$ cat config.mk
export PLATFORM = sky130hd
export DESIGN_NAME = range_prefix_expander
export DESIGN_NICKNAME = d
export VERILOG_FILES = /design/src/rtl/rpx_pkg.sv /design/src/rtl/rpx_block_picker.sv /design/src/rtl/rpx_addr_gen.sv /design/src/rtl/range_prefix_expander.sv
export SDC_FILE = /design/constraint.sdc
export NUM_CORES = 1
export LEC_CHECK = 0
export BUFFER_PORTS_ARGS = -buffer_cell sky130_fd_sc_hd__buf_2
export CORE_ASPECT_RATIO = 1.25
export CORE_MARGIN = 3
export CORE_UTILIZATION = 45
export CTS_BUF_LIST = sky130_fd_sc_hd__clkbuf_8
export DETAILED_ROUTE_END_ITERATION = 10
export PLACE_DENSITY = 0.67
export SLEW_MARGIN = 20
export SYNTH_ARGS = -nofsm -noshare
export SYNTH_HDL_FRONTEND = slang
export SYNTH_HIERARCHICAL = 1
export SYNTH_SLANG_ARGS = --single-unit
$ cat constraint.sdc
create_clock -name clk -period 9.85 [get_ports clk]
set_input_delay 0.4925 -clock clk [delete_from_list [all_inputs] [get_ports clk]]
set_output_delay 0.4925 -clock clk [all_outputs]
set_load 0.05 [all_outputs]
$ cat src/rtl/rpx_pkg.sv
package rpx_pkg;
   typedef enum logic [2:0] {
      RPX_IDLE = 3'd0,
      RPX_SCAN = 3'd1,
      RPX_EMIT = 3'd2,
      RPX_PAD  = 3'd3,
      RPX_DONE = 3'd4
   } rpx_state_e;
endpackage

$ cat src/rtl/rpx_block_picker.sv
// Largest aligned power-of-two block starting at cur and ending at or below hi.
module rpx_block_picker #(
   parameter int VAL_W = 11,
   localparam int W    = VAL_W + 1,
   localparam int K_W  = $clog2(VAL_W + 1)
) (
   input  logic [W-1:0]     cur,
   input  logic [W-1:0]     hi,
   output logic [VAL_W-1:0] blk_mask,
   output logic [W-1:0]     nxt
);
   logic [VAL_W:0] fits;
   logic [K_W-1:0] pick;
   logic [W-1:0]   span;

   for (genvar k = 0; k <= VAL_W; k++) begin : g_fit
      localparam logic [W-1:0] LOWM = (W'(1) << k) - W'(1);
      assign fits[k] = ((cur & LOWM) == '0) && ((cur | LOWM) <= hi);
   end

   always_comb begin
      pick = '0;
      for (int k = 0; k <= VAL_W; k++) begin
         if (fits[k]) pick = K_W'(k);
      end
   end

   assign span     = (W'(1) << pick) - W'(1);
   assign blk_mask = span[VAL_W-1:0];
   assign nxt      = cur + span + W'(1);
endmodule

$ cat src/rtl/rpx_addr_gen.sv
// Slot address inside the group owned by a road.
module rpx_addr_gen #(
   parameter int IDX_W  = 6,
   parameter int SLOTS  = 12,
   parameter int SLOT_W = 4,
   parameter int ADDR_W = 10
) (
   input  logic [IDX_W-1:0]  idx,
   input  logic [SLOT_W-1:0] slot,
   output logic [ADDR_W-1:0] addr
);
   logic [ADDR_W-1:0] base;
   assign base = ADDR_W'(idx) * ADDR_W'(SLOTS);
   assign addr = base + ADDR_W'(slot);
endmodule

$ cat src/rtl/range_prefix_expander.sv
module range_prefix_expander
   import rpx_pkg::*;
#(
   parameter int VAL_W      = 11,
   parameter int IDX_W      = 6,
   parameter int SLOTS      = 12,
   parameter bit PAD_UNUSED = 1'b1,
   localparam int ADDR_W    = $clog2((1 << IDX_W) * SLOTS),
   localparam int CNT_W     = $clog2(SLOTS + 1)
) (
   input  logic                clk,
   input  logic                rst_n,
   input  logic                start,
   input  logic [2*VAL_W-1:0]  road_word,
   input  logic [IDX_W-1:0]    road_idx,
   output logic                busy,
   output logic                wr_en,
   output logic [ADDR_W-1:0]   wr_addr,
   output logic [VAL_W-1:0]    wr_value,
   output logic [VAL_W-1:0]    wr_mask,
   output logic                wr_live,
   output logic                done,
   output logic                err,
   output logic [CNT_W-1:0]    word_cnt
);
   localparam int W = VAL_W + 1;

   if (VAL_W < 2 || VAL_W > 24) begin : g_bad_width
      $error("range_prefix_expander: VAL_W out of range");
   end
   if (SLOTS < 1) begin : g_bad_slots
      $error("range_prefix_expander: SLOTS must be positive");
   end
   if (IDX_W < 1) begin : g_bad_idx
      $error("range_prefix_expander: IDX_W must be positive");
   end

   rpx_state_e        state_q;
   logic [W-1:0]      lo_q, hi_q, cur_q;
   logic [IDX_W-1:0]  idx_q;
   logic [CNT_W-1:0]  cnt_q, slot_q, total_q;
   logic              err_q;

   logic [VAL_W-1:0]  blk_mask;
   logic [W-1:0]      nxt;
   logic              last_blk;
   logic [CNT_W-1:0]  cnt_inc;
   logic              pad_more;
   logic [W-1:0]      in_lo, in_hi;

   assign in_lo = {1'b0, road_word[VAL_W-1:0]};
   assign in_hi = {1'b0, road_word[2*VAL_W-1:VAL_W]};

   rpx_block_picker #(.VAL_W(VAL_W)) u_picker (
      .cur      (cur_q),
      .hi       (hi_q),
      .blk_mask (blk_mask),
      .nxt      (nxt)
   );

   rpx_addr_gen #(
      .IDX_W (IDX_W), .SLOTS (SLOTS), .SLOT_W (CNT_W), .ADDR_W (ADDR_W)
   ) u_addr (
      .idx  (idx_q),
      .slot (slot_q),
      .addr (wr_addr)
   );

   assign last_blk = (nxt > hi_q);
   assign cnt_inc  = cnt_q + CNT_W'(1);

   if (PAD_UNUSED) begin : g_pad
      assign pad_more = (slot_q + CNT_W'(1)) < CNT_W'(SLOTS);
   end else begin : g_nopad
      assign pad_more = 1'b0;
   end

   always_ff @(posedge clk or negedge rst_n) begin
      if (!rst_n) begin
         state_q <= RPX_IDLE;
         lo_q    <= '0;
         hi_q    <= '0;
         cur_q   <= '0;
         idx_q   <= '0;
         cnt_q   <= '0;
         slot_q  <= '0;
         total_q <= '0;
         err_q   <= 1'b0;
      end else begin
         unique case (state_q)
            RPX_IDLE: begin
               if (start) begin
                  lo_q    <= in_lo;
                  hi_q    <= in_hi;
                  cur_q   <= in_lo;
                  idx_q   <= road_idx;
                  cnt_q   <= '0;
                  slot_q  <= '0;
                  total_q <= '0;
                  if (in_lo > in_hi) begin
                     err_q   <= 1'b1;
                     state_q <= RPX_DONE;
                  end else begin
                     err_q   <= 1'b0;
                     state_q <= RPX_SCAN;
                  end
               end
            end
            RPX_SCAN: begin
               if (last_blk) begin
                  total_q <= cnt_inc;
                  cur_q   <= lo_q;
                  slot_q  <= '0;
                  state_q <= RPX_EMIT;
               end else if (cnt_inc == CNT_W'(SLOTS)) begin
                  err_q   <= 1'b1;
                  state_q <= RPX_DONE;
               end else begin
                  cur_q <= nxt;
                  cnt_q <= cnt_inc;
               end
            end
            RPX_EMIT: begin
               cur_q  <= nxt;
               slot_q <= slot_q + CNT_W'(1);
               if (last_blk) begin
                  state_q <= pad_more ? RPX_PAD : RPX_DONE;
               end
            end
            RPX_PAD: begin
               slot_q <= slot_q + CNT_W'(1);
               if (!pad_more) state_q <= RPX_DONE;
            end
            RPX_DONE: begin
               state_q <= RPX_IDLE;
            end
            default: state_q <= RPX_IDLE;
         endcase
      end
   end

   assign busy     = (state_q != RPX_IDLE);
   assign wr_en    = (state_q == RPX_EMIT) || (state_q == RPX_PAD);
   assign wr_live  = (state_q == RPX_EMIT);
   assign wr_value = wr_live ? cur_q[VAL_W-1:0] : '0;
   assign wr_mask  = wr_live ? blk_mask : '0;
   assign done     = (state_q == RPX_DONE);
   assign err      = done && err_q;
   assign word_cnt = (done && !err_q) ? total_q : '0;

   // Assertions
   assert_mask_run_R2: assert property (@(posedge clk) disable iff (!rst_n)
      (wr_en && wr_live) |-> ((({1'b0, wr_mask} + W'(1)) & {1'b0, wr_mask}) == '0));

   assert_value_aligned_R2: assert property (@(posedge clk) disable iff (!rst_n)
      (wr_en && wr_live) |-> ((wr_value & wr_mask) == '0));

   assert_within_upper_R3: assert property (@(posedge clk) disable iff (!rst_n)
      (wr_en && wr_live) |-> ({1'b0, wr_value | wr_mask} <= hi_q));

   assert_no_gap_R3: assert property (@(posedge clk) disable iff (!rst_n)
      (wr_en && wr_live && $past(wr_en && wr_live))
      |-> ({1'b0, wr_value} == $past({1'b0, wr_value | wr_mask}) + W'(1)));

   assert_addr_step_R4: assert property (@(posedge clk) disable iff (!rst_n)
      (wr_en && $past(wr_en)) |-> (wr_addr == $past(wr_addr) + ADDR_W'(1)));

   assert_pad_tail_R5: assert property (@(posedge clk) disable iff (!rst_n)
      (wr_en && !wr_live) |=> !(wr_en && wr_live));

   assert_done_pulse_R8: assert property (@(posedge clk) disable iff (!rst_n)
      done |=> !done);

   assert_done_quiet_R8: assert property (@(posedge clk) disable iff (!rst_n)
      done |-> !wr_en);

   assert_busy_hold_R9: assert property (@(posedge clk) disable iff (!rst_n)
      (busy && !done) |=> busy);
endmodule

==> results.yml <==
clocking:
  numCtsBuffers: 5
  root_buffer: "clkbuf_8"
  clock_sinks: 56
  cts_tree: "done"
  cts_setup_buffers: 0
  h-tree-depth: 2
  path_clk_slew_ns: 0.12
  cts.path.max_buffers: 2
  clock_latency_ns: 0.34
  postCtsResizedCells: 0
  hold_buffers: 0
floorplan:
  dieArea_mm2: 0.0139
  placementRows: 45
  design.core.area_mm2: 0.0122
  fp.dieW_um: 106
  fp.dieH_um: 131
  initial_core_util: 0.462
  io_pins: 72
placement:
  gp_congestion: 0.902
  io_buffers: 71
  placed_cells: 902
  placed_area_mm2: 0.00609
  hpwl_mm: 12.8
critical_path:
  arrival_ns: 8.05
  path_buf_inv: 1
  crit_path_end_kind: "flop"
  cpPeakStageDelay_ns: 0.82
  required_ns: 10.02
  path_class: "reg2reg"
  critPathMostFrequentCell: "ha_1"
  slowest_stage: "nor3_2"
  crit_path_start_kind: "flop"
  crit_fanout: 12
  path_delay_family: "simple AND/OR/NAND/NOR gates"
timing:
  skew_ns: 0.0241
  relSlewSlack: 0.283
  rsz0062_at_grt: "false"
  period_share: 0.800
  min_period_ns: 7.88
  drv_slew: 0
  finalSetupViolCount: 0
  finalHoldViolations: 0
  setup_tns_ns: 0
  max_slew.worst_pin.slew_ns: 1.07
  max_freq_mhz: 127
cells_and_area:
  drive_gt1_frac: 0.173
  design_area_mm2: 0.00623
  num_antenna_cells: 0
  layout.cells.non_filler: 910
  fillers: 1207
  nets: 845
  final_util: 0.510
  areaGrowthSynthToFinish_pct: 10.3
grt:
  antenna_found_initial: 0
  gr-total-overflow: 0
  grt_pass1_vias: 5352
  grt_max_degree: 57
  grt_pass1_wl_mm: 26.3
  grt_usage: 0.230
logic_synthesis:
  avgSynthCellArea_um2: 8.23
  syn_area_mm2: 0.00565
  synth.yosys.warnings: 6
  muxShareOfSynthArea: 0.00931
  synth-adder-area-share: 0.157
  synth-seq-cells: 56
  synth_edf_count: 0
  yosys.area_share.simple: 0.228
  synthDistinctLibCells: 88
  synth_top_family_by_area: "compound AO/OA/AOI/OAI gates"
  async_flop_share: 1.00
  synth.area.top_cells: "dfrtp_1 25%, ha_1 15%, nand2_1 6.6%"
  synth_area_leader_cell: "dfrtp_1"
  syn_inst: 686
  synth.top_cell.area_share: 0.248
  synth_xor_area_frac: 0.0332
  yosysSeqAreaShare: 0.248
  synth_compound_area_frac: 0.246
  synth_ff_type: "dfrtp_1"
drt:
  vias: 5344
  dr.pass1.iters: 5
  ant_nets: 0
  routedWlPerCell_um: 17.6
  route.final.wire_length_mm: 16.0
  drt_iter0_markers: 334
  drt-vias-per-instance: 5.87
  drc: 0
run:
  cap_violations: 0
status:
  status: "finished clean"
worst_hold_path:
  hold_class: "in2async"
## state kept, by name, summed over array words and instances, names as in the netlist
signal and flops:
cur_q 12, hi_q 11, lo_q 11, idx_q 6, cnt_q 4, slot_q 4
total_q 4, state_q 3, err_q 1
## area by class of cell
class | count | area [um^2] | share of cell area
Inverter | 76 | 290 | 0.0466
Multi-Input combinational cell | 531 | 3810 | 0.612
Clock inverter | 3 | 68.8 | 0.0110
Timing Repair Buffer | 75 | 385 | 0.0619
Sequential cell | 56 | 1400 | 0.225
Tap cell | 164 | 205 | 0.0329
Clock buffer | 5 | 68.8 | 0.0110
## metrics by stage
stage	hold slack, ns	setup WS [ns]
finish	0.289	1.97
global route	0.347	1.21
CTS	0.321	1.98
detailed placement	0.465	2.03
global placement	0.460	2.19
floorplan	0.197	3.15
## worst reg2reg max path: stages (launching register included)
cell       delay, ns
dfrtp_1         0.47
inv_1           0.09
ha_1            0.36
and4_1          0.30
a32oi_1         0.32
a2bb2oi_1       0.31
nand2_1         0.22
nor3_1          0.41
nand2_1         0.15
o21bai_1        0.18
ha_1            0.34
xnor2_1         0.32
ha_1            0.32
nor2b_1         0.14
o21ai_0         0.21
a21boi_0        0.15
o21ai_0         0.22
a21boi_0        0.14
o21ai_0         0.20
or4b_2          0.60
o211ai_1        0.17
ha_1            0.24
nand4b_4        0.11
nor3_1          0.54
a21oi_2         0.17
nor3_2          0.83
o32ai_2         0.21
## layout by cell type, fill, tap and decap left out, types with 11 or more instances in the layout
cell type,n
a21oi_1,35
and3_1,17
buf_2,71
dfrtp_1,56
ha_1,66
inv_1,74
nand2_1,99
nand3_1,17
nand4_1,11
nor2_1,43
nor2b_1,13
o21ai_0,48
xnor2_1,12
## worst paths after layout
| path | end | slack, ns | depth (start not counted) | startpoint |
|---|---|---|---|---|
| hold reg to reg | lo_q[2] | 0.49 | 2 | lo_q[2] |
| max in group asynchronous | lo_q[8] | 9.06 | 2 | rst_n |
| min in group clk | idx_q[5] | 0.36 | 3 | road_idx[5] |
| setup / recovery | cur_q[10] | 1.97 | 26 | cur_q[10] |
| setup reg to reg | cur_q[10] | 1.97 | 26 | cur_q[10] |
| hold / removal | cnt_q[2] | 0.29 | 2 | rst_n |
## cell families (layout without fill, tap and decap cells)
kind of cell | Yosys count | in the layout
simple gates | 250 | 250
compound gates | 186 | 186
buf+inv | 100 | 159
fa+ha+maj | 69 | 69
flops | 56 | 56
xor+xnor | 19 | 19
mux | 5 | 5
other cells | 1 | 2
## layer usage
metal	vias up	track usage	wire [um]
met4	0	0.106	603
met1	2552	0.281	6420
met3	43	0.0221	737
li1	2553	-	-
met2	196	0.403	8280
met5	-	0	0
## synth_stat cells (7+ instances only)
| cell type | n |
|---|---|
| nand2_1 | 99 |
| inv_1 | 74 |
| ha_1 | 66 |
| dfrtp_1 | 56 |
| o21ai_0 | 48 |
| nor2_1 | 43 |
| a21oi_1 | 35 |
| and3_1 | 17 |
| nand3_1 | 17 |
| nor2b_1 | 13 |
| xnor2_1 | 12 |
| nand4_1 | 11 |
| clkbuf_1 | 10 |
| nor3_1 | 10 |
| a211oi_1 | 9 |
| a221oi_2 | 8 |
| o32ai_2 | 8 |
| and2_1 | 7 |
| o211ai_1 | 7 |
| o21a_1 | 7 |
Power is not shown: default switching activity piles up to over one toggle a cycle in this logic, so the estimate is an artifact.
